==> src/rtl/dbw_pkg.sv <==
package dbw_pkg;

  // Control word field positions (neighbours decode these)
  localparam int CFG_START_LSB = 0;
  localparam int CFG_CNT_LSB   = 8;
  localparam int CFG_EN_LSB    = 16;

  typedef enum logic [1:0] {
    SEQ_IDLE = 2'd0,
    SEQ_REQ  = 2'd1,
    SEQ_GAP  = 2'd2
  } seq_state_e;

endpackage

==> src/rtl/dbw_rst_sync.sv <==
module dbw_rst_sync (
  input  logic clk,
  input  logic rst_n,
  output logic rst_sync_n
);

  logic [1:0] sync_q;

  always_ff @(posedge clk or negedge rst_n) begin
    if (!rst_n) begin
      sync_q <= 2'b00;
    end else begin
      sync_q <= {sync_q[0], 1'b1};
    end
  end

  assign rst_sync_n = sync_q[1];

endmodule

==> src/rtl/dbw_cfg_reg.sv <==
module dbw_cfg_reg #(
  parameter int IDX_W = 3,
  parameter int CNT_W = 3,
  parameter int NEVT  = 4
) (
  input  logic             clk,
  input  logic             rst_n,
  input  logic             wr_en,
  input  logic [IDX_W-1:0] start_in,
  input  logic [CNT_W-1:0] cnt_in,
  input  logic [NEVT-1:0]  en_in,
  output logic [IDX_W-1:0] start_q,
  output logic [CNT_W-1:0] cnt_q,
  output logic [NEVT-1:0]  en_q
);

  logic [IDX_W-1:0] start_d;
  logic [CNT_W-1:0] cnt_d;
  logic [NEVT-1:0]  en_d;

  always_comb begin
    start_d = start_q;
    cnt_d   = cnt_q;
    en_d    = en_q;
    if (wr_en) begin
      start_d = start_in;
      cnt_d   = cnt_in;
      en_d    = en_in;
    end
  end

  always_ff @(posedge clk or negedge rst_n) begin
    if (!rst_n) begin
      start_q <= '0;
      cnt_q   <= '0;
      en_q    <= '0;
    end else if (wr_en) begin
      start_q <= start_d;
      cnt_q   <= cnt_d;
      en_q    <= en_d;
    end
  end

endmodule

==> src/rtl/dbw_regfile.sv <==
module dbw_regfile #(
  parameter int DW    = 32,
  parameter int NREG  = 8,
  parameter int IDX_W = 3
) (
  input  logic             clk,
  input  logic             rst_n,
  input  logic             wr_en,
  input  logic [IDX_W-1:0] wr_idx,
  input  logic [DW-1:0]    wr_data,
  input  logic [IDX_W-1:0] rd_idx,
  output logic [DW-1:0]    rd_data
);

  logic [DW-1:0] mem_q [NREG];

  for (genvar g = 0; g < NREG; g++) begin : g_reg
    logic          row_we;
    logic [DW-1:0] row_d;

    always_comb begin
      row_we = wr_en && (wr_idx == IDX_W'(g));
      row_d  = row_we ? wr_data : mem_q[g];
    end

    always_ff @(posedge clk or negedge rst_n) begin
      if (!rst_n) begin
        mem_q[g] <= '0;
      end else if (row_we) begin
        mem_q[g] <= row_d;
      end
    end
  end

  always_comb begin
    rd_data = '0;
    for (int i = 0; i < NREG; i++) begin
      if (rd_idx == IDX_W'(i)) rd_data = mem_q[i];
    end
  end

endmodule

==> src/rtl/dbw_burst_seq.sv <==
module dbw_burst_seq
  import dbw_pkg::*;
#(
  parameter int IDX_W = 3,
  parameter int CNT_W = 3,
  parameter int PTR_W = 4
) (
  input  logic             clk,
  input  logic             rst_n,
  input  logic             trig,
  input  logic             ack,
  input  logic [IDX_W-1:0] start,
  input  logic [CNT_W-1:0] count,
  output logic             req_o,
  output logic             busy_o,
  output logic [PTR_W-1:0] ptr_o
);

  seq_state_e       st_q, st_d;
  logic [PTR_W-1:0] ptr_q, ptr_d;
  logic [CNT_W-1:0] rem_q, rem_d;
  logic             seq_en;

  always_comb begin
    st_d  = st_q;
    ptr_d = ptr_q;
    rem_d = rem_q;
    unique case (st_q)
      SEQ_IDLE: begin
        if (trig) begin
          st_d  = SEQ_REQ;
          ptr_d = PTR_W'(start);
          rem_d = count;
        end
      end
      SEQ_REQ: begin
        if (ack) begin
          if (rem_q == '0) begin
            st_d = SEQ_IDLE;
          end else begin
            st_d  = SEQ_GAP;
            rem_d = rem_q - 1'b1;
            ptr_d = ptr_q + 1'b1;
          end
        end
      end
      SEQ_GAP: st_d = SEQ_REQ;
      default: st_d = SEQ_IDLE;
    endcase
  end

  assign seq_en = (st_q == SEQ_IDLE && trig) || (st_q == SEQ_REQ && ack) ||
                  (st_q == SEQ_GAP);

  always_ff @(posedge clk or negedge rst_n) begin
    if (!rst_n) begin
      st_q  <= SEQ_IDLE;
      ptr_q <= '0;
      rem_q <= '0;
    end else if (seq_en) begin
      st_q  <= st_d;
      ptr_q <= ptr_d;
      rem_q <= rem_d;
    end
  end

  assign req_o  = (st_q == SEQ_REQ);
  assign busy_o = (st_q != SEQ_IDLE);
  assign ptr_o  = ptr_q;


  req_hold_chk: assert property (@(posedge clk) disable iff (!rst_n)
    req_o && !ack |=> req_o);


  req_gap_chk: assert property (@(posedge clk) disable iff (!rst_n)
    req_o && ack |=> !req_o);


  busy_ignore_chk: assert property (@(posedge clk) disable iff (!rst_n)
    busy_o && !ack |=> $stable(ptr_q) && $stable(rem_q));


  run_start_chk: assert property (@(posedge clk) disable iff (!rst_n)
    !busy_o && trig |=> req_o && (ptr_q == PTR_W'($past(start))));


  run_end_chk: assert property (@(posedge clk) disable iff (!rst_n)
    ack && (rem_q == '0) |=> !busy_o);

endmodule

==> src/rtl/dma_burst_window.sv <==
module dma_burst_window
  import dbw_pkg::*;
#(
  parameter int DW    = 32,
  parameter int NREG  = 8,
  parameter int CNT_W = 3,
  parameter int NEVT  = 4,
  parameter int AW    = 4
) (
  input  logic            clk,
  input  logic            rst_n,
  input  logic            bus_sel,
  input  logic            bus_we,
  input  logic [AW-1:0]   bus_addr,
  input  logic [DW-1:0]   bus_wdata,
  output logic [DW-1:0]   bus_rdata,
  input  logic [NEVT-1:0] evt_i,
  output logic            dma_req_o,
  output logic            busy_o
);

  localparam int IDX_W    = (NREG > 1) ? $clog2(NREG) : 1;
  localparam int PTR_W    = ((IDX_W > CNT_W) ? IDX_W : CNT_W) + 1;
  localparam int CFG_ADDR = NREG;
  localparam int BUF_ADDR = NREG + 1;

  logic             rst_i_n;
  logic             hit_reg, hit_cfg, hit_buf;
  logic             ack, tgt_ok;
  logic             rf_we;
  logic [IDX_W-1:0] rf_wr_idx, rf_rd_idx;
  logic [DW-1:0]    rf_rd_data;
  logic [IDX_W-1:0] cfg_start;
  logic [CNT_W-1:0] cfg_cnt;
  logic [NEVT-1:0]  cfg_en;
  logic [DW-1:0]    cfg_rd;
  logic             trig;
  logic             seq_req, seq_busy;
  logic [PTR_W-1:0] seq_ptr;

  dbw_rst_sync u_rst (
    .clk        (clk),
    .rst_n      (rst_n),
    .rst_sync_n (rst_i_n)
  );

  always_comb begin
    hit_reg = bus_sel && (bus_addr < AW'(NREG));
    hit_cfg = bus_sel && (bus_addr == AW'(CFG_ADDR));
    hit_buf = bus_sel && (bus_addr == AW'(BUF_ADDR));
    ack     = hit_buf && seq_req;
    tgt_ok  = (seq_ptr < PTR_W'(NREG));
    trig    = |(evt_i & cfg_en);
  end

  dbw_cfg_reg #(
    .IDX_W (IDX_W),
    .CNT_W (CNT_W),
    .NEVT  (NEVT)
  ) u_cfg (
    .clk      (clk),
    .rst_n    (rst_i_n),
    .wr_en    (hit_cfg && bus_we),
    .start_in (bus_wdata[CFG_START_LSB +: IDX_W]),
    .cnt_in   (bus_wdata[CFG_CNT_LSB +: CNT_W]),
    .en_in    (bus_wdata[CFG_EN_LSB +: NEVT]),
    .start_q  (cfg_start),
    .cnt_q    (cfg_cnt),
    .en_q     (cfg_en)
  );

  dbw_burst_seq #(
    .IDX_W (IDX_W),
    .CNT_W (CNT_W),
    .PTR_W (PTR_W)
  ) u_seq (
    .clk    (clk),
    .rst_n  (rst_i_n),
    .trig   (trig),
    .ack    (ack),
    .start  (cfg_start),
    .count  (cfg_cnt),
    .req_o  (seq_req),
    .busy_o (seq_busy),
    .ptr_o  (seq_ptr)
  );

  always_comb begin
    rf_we     = bus_we && (hit_reg || (ack && tgt_ok));
    rf_wr_idx = hit_reg ? bus_addr[IDX_W-1:0] : seq_ptr[IDX_W-1:0];
    rf_rd_idx = rf_wr_idx;
  end

  dbw_regfile #(
    .DW    (DW),
    .NREG  (NREG),
    .IDX_W (IDX_W)
  ) u_rf (
    .clk     (clk),
    .rst_n   (rst_i_n),
    .wr_en   (rf_we),
    .wr_idx  (rf_wr_idx),
    .wr_data (bus_wdata),
    .rd_idx  (rf_rd_idx),
    .rd_data (rf_rd_data)
  );

  always_comb begin
    cfg_rd = '0;
    cfg_rd[CFG_START_LSB +: IDX_W] = cfg_start;
    cfg_rd[CFG_CNT_LSB +: CNT_W]   = cfg_cnt;
    cfg_rd[CFG_EN_LSB +: NEVT]     = cfg_en;
    cfg_rd[DW-1]                   = seq_busy;
  end

  always_comb begin
    bus_rdata = '0;
    if (hit_reg || (ack && tgt_ok)) bus_rdata = rf_rd_data;
    else if (hit_cfg)               bus_rdata = cfg_rd;
  end

  assign dma_req_o = seq_req;
  assign busy_o    = seq_busy;


  reset_quiet_chk: assert property (@(posedge clk)
    !rst_i_n |=> !dma_req_o && !busy_o);


  idle_window_chk: assert property (@(posedge clk) disable iff (!rst_i_n)
    hit_buf && !dma_req_o && !busy_o |=> !busy_o);

endmodule

==> config.mk <==
export PLATFORM = sky130hd
export DESIGN_NAME = dma_burst_window
export DESIGN_NICKNAME = d
export VERILOG_FILES = /design/src/rtl/dbw_pkg.sv /design/src/rtl/dbw_rst_sync.sv /design/src/rtl/dbw_cfg_reg.sv /design/src/rtl/dbw_regfile.sv /design/src/rtl/dbw_burst_seq.sv /design/src/rtl/dma_burst_window.sv
export SDC_FILE = /design/constraint.sdc
export NUM_CORES = 1
export LEC_CHECK = 0
export CAP_MARGIN = 10
export CORE_MARGIN = 2
export CORE_UTILIZATION = 45
export DETAILED_ROUTE_END_ITERATION = 10
export DONT_BUFFER_PORTS = 1
export GPL_TIMING_DRIVEN = 0
export PLACE_DENSITY_LB_ADDON = 0.25
export SLEW_MARGIN = 20
export SYNTH_ARGS = -nofsm -noshare
export SYNTH_HDL_FRONTEND = slang
export SYNTH_SLANG_ARGS = --single-unit
==> constraint.sdc <==
create_clock -name clk -period 8.4 [get_ports clk]
set_input_delay 1.68 -clock clk [delete_from_list [all_inputs] [get_ports clk]]
set_output_delay 1.68 -clock clk [all_outputs]
set_load 0.1 [all_outputs]
==> results of run 1 <==
==> routing by layer <==
metal  part of all wire [%]  wire, µm  GRT usage, %  vias up
li1                       -         -             -     3943
met1                     44     16400          34.1     4723
met2                     45     16800          38.2      274
met3                    7.2      2680          5.75       65
met4                    3.0      1130          7.15        0
met5                      0         0             0        -
==> where the power goes <==
part	internal, mW	switching, mW	total [mW]
logic	0.768	1.30	2.07
clock network	0.873	0.540	1.41
registers	1.93	0.332	2.26
total	3.57	2.17	5.75
==> cell type report <==
| type | instances | share of cell area [%] |
|---|---|---|
| flip-flops and latches | 277 | 45.9 |
| plain buffers | 78 | 2.50 |
| well taps | 384 | 3.18 |
| multi-input cells | 664 | 40.4 |
| repair buffers | 5 | 0.812 |
| clock buffers | 45 | 6.08 |
| inverters | 4 | 0.0994 |
| clock inverters | 10 | 1.03 |
==> layout by cell type (no fill, tap or decap), types with 4 or more instances in the layout <==
cell,instances
a21oi_1,30
o32ai_1,11
dfrtp_1,276
buf_2,35
a221o_1,26
mux2_2,153
clkbuf_1,35
nand2b_1,12
nand3b_1,4
clkbuf_8,9
nand3_1,5
a32oi_1,16
buf_4,11
clkinv_2,4
o21ai_0,50
bufinv_16,4
nand2_1,84
clkbuf_16,31
mux2i_1,19
a211oi_1,10
mux2_1,135
nor2_1,5
o221ai_1,17
a221oi_1,11
a22oi_1,6
a41oi_4,17
==> final timing paths <==
check,endpoint,slack [ns]
max in group asynchronous,u_rf.mem_q[183],7.06
hold reg to reg,u_rst.sync_q[1],0.35
min in group asynchronous,u_rf.mem_q[9],0.38
setup reg to reg,u_rf.mem_q[226],5.35
hold / removal,u_rst.sync_q[1],0.35
setup / recovery,bus_rdata[7],1.82
==> flip-flops by register name (all words and copies together) (netlist names) <==
| name | cells |
|---|---|
| u_cfg.start_q | 3 |
| u_seq.ptr_o | 4 |
| u_cfg.en_q | 4 |
| u_seq.st_q | 2 |
| u_cfg.cnt_q | 3 |
| u_rst.sync_q | 2 |
| u_rf.mem_q | 256 |
| u_seq.rem_q | 3 |
==> critical path: stages <==
cell and delay, ns:
nand2b_1 0.07, buf_2 0.26, mux2i_1 0.76, clkbuf_1 0.78, a22oi_1 0.24, a21oi_1 0.21, o311a_1 0.88
==> cell families (layout without fill, tap and decap cells) <==
family                   after synthesis  in the layout  share of synthesized area, %
flip-flops                           277            277                          53.0
adder cells (fa/ha/maj)                3              3                         0.287
other                                  1              1                        0.0287
buffers and inverters                 82            142                          3.00
AND/OR/NAND/NOR                      133            133                          4.89
AO/OA/AOI/OAI                        218            218                          12.4
multiplexers                         309            309                          26.4
==> results.cfg, run 1 <==
[cts]
cts.reportedPaths.clkPinSlew_ns = 0.06
htree_levels = 1
clk_latency_ns = 0.55
cts_inserted_buffers = 30
ctsHoldBuffers = 0
clock-sinks = 277
cts_tree = yes
cts_resized = 0
post_cts.repair.setup_buffers = 0
root_buffer = clkbuf_16
cts_max_path_buffers = 3

[drt]
vias_per_cell = 6.14
drt-pass1-iter-count = 5
ant_nets = 0
remaining_drc_errors = 0
drt_iter0_markers = 642
wire_per_inst_um = 25.2
route.vias.total = 9005
wl_um = 37000

[yosys]
synth_seq_cells = 277
synth_cell_types = 58
seq_area_frac_synth_pct = 53.0
yosys.area.top_type_share_pct = 53.0
ys_async_sr_fraction_pct = 100
synth.area.top_cells = dfrtp_1 (53%), mux2_2 (13%), mux2_1 (12%)
synthTopCellsByCount = dfrtp_1 (277), mux2_2 (153), mux2_1 (135)
avgSynthCellArea_um2 = 12.8
post-synth-top-count-cell = dfrtp_1
synth-edff-count = 0
yosysTopAreaCell = dfrtp_1
synthCells = 1023
synth_flop_cell = dfrtp_1
netlist_area_um2 = 13100
ys_warn_count = 0
synth_nets = 1070

[placement]
dpl.hpwl_um = 24700
place_ws_ns = 1.99
placedCellCount = 1412
portBuffers = 0
place_congestion = 0.818
place_area_um2 = 14000

[timing]
slew_headroom_pct = 28.2
hold_violations = 0
holdWs_ns = 0.351
finalMaxSlewViolations = 0
layout_setup_ws_ns = 1.82
worst_pin_slew_ns = 1.07
period_minus_slack_ns = 6.58
max_freq_mhz = 152
rsz0062_at_grt = no
min_period_over_period_pct = 78.3
fin_setup_tns_ns = 0
fin_skew_ns = 0.0226
finalSetupViolCount = 0

[finish]
layout-drive-gt1-share_pct = 26.1
multi_input_area_um2 = 6100
design_area_um2 = 15100
stdcell_count = 1467
regArea_um2 = 6940
fillCellCount = 2502
syn_to_final_growth_pct = 15.5
nNetsFinal = 1107
num_antenna_cells = 0
final_core_util_pct = 52.6

[floorplanning]
die_w_um = 175
initial_utilization_pct = 45.6
io_pins = 78
fp.coreArea_um2 = 28700
die_area_um2 = 30500
die_h_um = 175
row_count = 62

[hold_path]
whs_path_depth = 0
hold_path.class = flip-flop to flip-flop
min_from = u_rst.sync_q[0]

[critical_path]
cp.arrival_ns = 4.90
critPathLaunchType = input port
cp_data_required_time_ns = 6.72
r2r_cells = 7
cp-end-kind = primary output
worstSetupPathType = input port to primary output
worstSetupStartpoint = bus_addr[3]
regToRegStartpoint = u_seq.st_q[1]
crit_fanout = 10

[global_routing]
overflow = 0
antenna_found_initial = 0
grt_pass1_vias = 9181
grt_usage_pct = 24.5
grt_pass1_wl_um = 57000
grt_max_degree = 58

[status]
status = finished, final reports clean

[flow_run]
cap_violations = 0

[power_and_ir_drop]
p_leak_nw = 6.51
ir_drop_v = 0.000207
power_density_nw_per_um2 = 380
total_power_mw = 5.75
Note: power is estimated with default switching activity, not from simulation.
==> run 2, diff against run 1 <==
Settings changed: ABC_AREA set to 1.
Clock period 8.4 ns to 6.5 ns, I/O delays scaled along.
==> run 2 against run 1 <==
Against the previous run:
- sequential share of layout area is 4.3 points higher
- clock-buffer cell count is 1 lower
- synthesized area is 6.3% lower
- utilization is 1.2 points lower
- global-route usage is 2.4 points higher
- clock power is 15% higher
- largest cell class unchanged
==> results.cfg, run 2 <==
[finish]
syn_to_final_growth_pct = 12.7
registers.top_by_ff_count = u_rf.mem_q
final_common_cell = nand2_1
largest_reg_flops = 256
num_antenna_cells = 0
layout_common_cells = nand2_1 (501), o21ai_0 (283), dfrtp_1 (276)
fillCellCount = 2585
final_core_util_pct = 51.4
layout-drive-gt1-share_pct = 5.85
nNetsFinal = 1586

[cts]
cts.reportedPaths.clkPinSlew_ns = 0.06
cts_resized = 0
clk_latency_ns = 0.55
cts_max_path_buffers = 3
ctsHoldBuffers = 0
cts_inserted_buffers = 29
root_buffer = clkbuf_16
post_cts.repair.setup_buffers = 0
htree_levels = 1
clock-sinks = 277
cts_tree = yes

[timing]
finalMaxSlewViolations = 0
layout_setup_ws_ns = 0.871
worst_pin_slew_ns = 0.934
hold_violations = 0
fin_skew_ns = 0.0125
period_minus_slack_ns = 5.63
fin_setup_tns_ns = 0
slew_headroom_pct = 37.6
max_freq_mhz = 178
finalSetupViolCount = 0
min_period_over_period_pct = 86.6
rsz0062_at_grt = no

[yosys]
yosys.area.top_type_share_pct = 56.5
synth_compound_area_share_pct = 14.2
yosysTopAreaCell = dfrtp_1
synth-edff-count = 0
synthCells = 1503
synth_mux_area_share_pct = 0
synth_xor_area_share_pct = 0
synth_cell_types = 28
synthAdderAreaFrac_pct = 0.306
synth_top_family_by_area = simple AND/OR/NAND/NOR gates
synthTopCellsByCount = nand2_1 (501), o21ai_0 (283), dfrtp_1 (277)
synth_flop_cell = dfrtp_1
seq_area_frac_synth_pct = 56.5
synth_seq_cells = 277
synth_nets = 1550
netlist_area_um2 = 12300
post-synth-top-count-cell = nand2_1
synth-simple-area-share_pct = 23.1
ys_warn_count = 0
synth.area.top_cells = dfrtp_1 (57%), nand2_1 (15%), o21ai_0 (12%)
ys_async_sr_fraction_pct = 100
avgSynthCellArea_um2 = 8.16

[drt]
drt_iter0_markers = 946
route.vias.total = 10541
vias_per_cell = 5.56
drt-pass1-iter-count = 7
remaining_drc_errors = 0
wire_per_inst_um = 20.1
ant_nets = 0
wl_um = 38000

[power_and_ir_drop]
swShare_pct = 27.6
p_leak_nw = 6.55
seq_power_share_pct = 49.4
comb_power_share_pct = 12.7
switchingPower_mw = 1.18
cellInternalPower_mw = 3.09
clock_power_share_pct = 37.8
ir_drop_v = 0.000225
power_density_nw_per_um2 = 309

[placement]
place_ws_ns = 0.984
dpl.hpwl_um = 25000
portBuffers = 0
place_congestion = 0.849

[critical_path]
critPathLaunchType = input port
cp_data_required_time_ns = 5.20
critPathMaxStageDelay_ns = 0.72
worstSetupPathType = input port to primary output
crit_chain = inv_1 > nand2_2 > nand2_1 > nand2_1 > inv_1 > buf_2 > nor3_2 > clkbuf_1 > nand2_1 > nand4_1 > nand2_1 > nand2_1
crit_fanout = 10
ff2ff_setup_slack_ns = 3.38
path_common_cell = nand2_1
regToRegEndpoint = u_rf.mem_q[67]
cp-end-kind = primary output
r2r_cells = 9
cp_top_family = simple AND/OR/NAND/NOR gates
cp.arrival_ns = 4.33
cp_slowest_cell = clkbuf_1
regToRegStartpoint = u_seq.st_q[1]
path_buf_inv = 4

[floorplanning]
row_count = 60
die_h_um = 169
die_area_um2 = 28600
initial_utilization_pct = 45.6
die_w_um = 169
fp.coreArea_um2 = 26900
io_pins = 78

[status]
status = finished, final reports clean

[global_routing]
grt_pass1_wl_um = 58700
overflow = 0
antenna_found_initial = 0
grt_usage_pct = 26.9
grt_max_degree = 58
grt_pass1_vias = 10041

[flow_run]
cap_violations = 0

[hold_path]
hold_path.class = flip-flop to asynchronous set/reset pin
==> run 2: cells by family after synthesis <==
family | Yosys count
other cells | 1
compound gates | 344
fa+ha+maj | 3
simple gates | 697
flops | 277
buf+inv | 181
==> run 2: worst max path at each step <==
| stage | start | to | slack [ns] | cells after the start |
|---|---|---|---|---|
| after detailed placement | bus_addr[3] | bus_rdata[25] | 0.98 | 10 |
| after CTS | bus_addr[3] | bus_rdata[25] | 0.96 | 10 |
| after global placement | u_rst.sync_q[1] | u_rf.mem_q[82] | 0.15 | 0 |
| final | bus_addr[3] | bus_rdata[31] | 0.87 | 12 |
| after global routing | bus_addr[3] | bus_rdata[31] | 0.80 | 12 |
| after floorplan | bus_addr[3] | bus_rdata[11] | 1.16 | 10 |
==> run 2: worst register-to-register path, delay by kind of cell, from the launching register on <==
kind            cells  cell delay (ns)
flops               1             0.43
simple gates        5             1.56
compound gates      2             0.34
buf+inv             2             0.64
==> run 2: power by group through the flow <==
stage | logic (mW) | registers, mW | clock network [mW]
after global placement | 0.479 | 2.16 | 0
final | 0.544 | 2.11 | 1.62
after global routing | 0.620 | 2.14 | 1.70
after CTS | 0.542 | 2.11 | 1.64
after floorplan | 0.395 | 2.12 | 0
after detailed placement | 0.541 | 2.13 | 0
==> run 2: cell type report <==
cell class	instances	area, µm²	share of cell area (%)
Sequential cell	277	6940	50.2
Multi-Input combinational cell	1045	4700	34.0
Clock buffer	44	882	6.38
Tap cell	341	427	3.09
Inverter	97	364	2.64
Buffer	84	344	2.49
Timing Repair Buffer	5	123	0.887
Clock inverter	3	40.0	0.290
==> run 2: metal layers <==
| metal | global-route usage (%) | share of wire, % |
|---|---|---|
| met2 | 43.4 | 46 |
| met3 | 5.85 | 9.0 |
| met1 | 37.0 | 42 |
| met4 | 7.32 | 2.8 |
| met5 | 0 | 0 |
==> run 2: per-stage QoR <==
step	area [µm²]	std cells	hold WS, ns	power (mW)
2_1_floorplan	12300	1503	0.331	2.51
3_3_place_gp	12700	1844	0.336	2.63
3_5_place_dp	12900	1849	0.339	2.67
4_1_cts	13800	1896	0.353	4.29
5_1_grt	13800	1896	0.370	4.46
6_report	13800	1896	0.344	4.27
==> run 3, diff against run 2 <==
Settings changed: CORE_UTILIZATION 45 to 55.
==> run 3 against run 2 <==
Against the previous run:
- worst setup slack improved by 0.067 ns
- flip-flop and latch count did not move
- sequential share of layout area rose by 0.21 points
- first-iteration DRC count rose by 22%
- cell count fell by 3.0%
- via count rose by 2.1%
- utilization rose by 12 points
==> results.cfg, run 3 (synthesized netlist as in run 2, its figures left out) <==
[status]
status = finished, final reports clean

[finish]
regArea_um2 = 6940
final_common_cell = nand2_1
layout_common_cells = nand2_1 (501), o21ai_0 (283), dfrtp_1 (276)
nNetsFinal = 1586
num_antenna_cells = 0
registers.top_by_ff_count = u_rf.mem_q
final_core_util_pct = 63.1
multi_input_area_um2 = 4700
layout-drive-gt1-share_pct = 6.03
fillCellCount = 1871
syn_to_final_growth_pct = 12.3
largest_reg_flops = 256

[drt]
drt_iter0_markers = 1154
vias_per_cell = 5.85
route.vias.total = 10761
remaining_drc_errors = 0
wire_per_inst_um = 20.2
ant_nets = 0
wl_um = 37100
drt-pass1-iter-count = 6

[timing]
period_minus_slack_ns = 5.56
finalSetupViolCount = 0
fin_setup_tns_ns = 0
max_freq_mhz = 180
min_period_over_period_pct = 85.6
rsz0062_at_grt = no
fin_skew_ns = 0.0124
finalMaxSlewViolations = 0
holdWs_ns = 0.246
hold_violations = 0
worst_pin_slew_ns = 0.993
slew_headroom_pct = 33.8
layout_setup_ws_ns = 0.938

[power_and_ir_drop]
ir_drop_v = 0.000246
power_density_nw_per_um2 = 312
total_power_mw = 4.30
p_leak_nw = 6.56

[global_routing]
grt_pass1_vias = 10631
grt_usage_pct = 31.9
grt_pass1_wl_um = 58600
overflow = 0
grt_max_degree = 50
antenna_found_initial = 0

[cts]
clk_latency_ns = 0.55
cts_resized = 0
cts_max_path_buffers = 3
ctsHoldBuffers = 0
cts.reportedPaths.clkPinSlew_ns = 0.06
root_buffer = clkbuf_16
clock-sinks = 277
cts_inserted_buffers = 28
post_cts.repair.setup_buffers = 0
cts_tree = yes
htree_levels = 1

[critical_path]
worstSetupPathType = input port to primary output
critPathLaunchType = input port
cp_data_required_time_ns = 5.20
crit_fanout = 10
cp.arrival_ns = 4.26
cp-end-kind = primary output
worstSetupStartpoint = bus_addr[3]
regToRegStartpoint = u_seq.st_q[1]

[floorplanning]
die_w_um = 153
row_count = 54
initial_utilization_pct = 56.2
fp.coreArea_um2 = 21800
io_pins = 78
die_h_um = 153
die_area_um2 = 23500

[flow_run]
cap_violations = 0

[placement]
place_congestion = 0.895
portBuffers = 0
place_ws_ns = 1.02
dpl.hpwl_um = 24100

[hold_path]
hold_path.class = flip-flop to asynchronous set/reset pin
==> run 3: worst paths after layout <==
kind	slack, ns	cells past startpoint	endpoint
worst max-delay path	0.94	12	bus_rdata[31]
worst min-delay path	0.25	0	u_rf.mem_q[252]
worst max register to register	3.31	9	u_rf.mem_q[75]
worst min register to register	0.25	0	u_rf.mem_q[252]
max in group asynchronous	5.14	3	u_rf.mem_q[115]
min in group clk	0.35	0	u_rst.sync_q[1]
==> run 3: layout make-up <==
class	count	area share [%]
Sequential cell	277	50.4
Multi-Input combinational cell	1045	34.2
Clock buffer	42	6.06
Inverter	97	2.65
Tap cell	280	2.55
Buffer	84	2.50
Timing Repair Buffer	6	0.982
Clock inverter	9	0.691
==> run 3: worst max-delay path, stage by stage <==
cell      delay (ns)
inv_1           0.08
nand2_2         0.13
nand2_1         0.06
nand2_1         0.19
inv_1           0.13
buf_2           0.21
nor3_2          0.34
clkbuf_1        0.72
nand2_1         0.12
nand4_1         0.17
nand2_1         0.10
nand2_1         0.71
==> run 3: metrics by stage <==
stage | instances | area (µm²)
floorplan | 1503 | 12300
global placement | 1783 | 12600
detailed placement | 1789 | 12800
CTS | 1840 | 13700
global route | 1840 | 13800
finish | 1840 | 13800
==> run 3: layer usage <==
| layer | part of all wire [%] | up-vias | track usage (%) |
|---|---|---|---|
| li1 | - | 4932 | - |
| met1 | 40 | 5184 | 43.2 |
| met2 | 46 | 534 | 50.6 |
| met3 | 10 | 111 | 7.74 |
| met4 | 3.8 | 0 | 11.9 |
| met5 | 0 | - | 0 |
==> run 3: power breakdown <==
group / leakage, nW / internal, mW / switching (mW)
Combinational: 2.46 / 0.164 / 0.386
Clock: 0.464 / 0.961 / 0.675
Sequential: 3.63 / 1.97 / 0.141
Total: 6.56 / 3.09 / 1.20
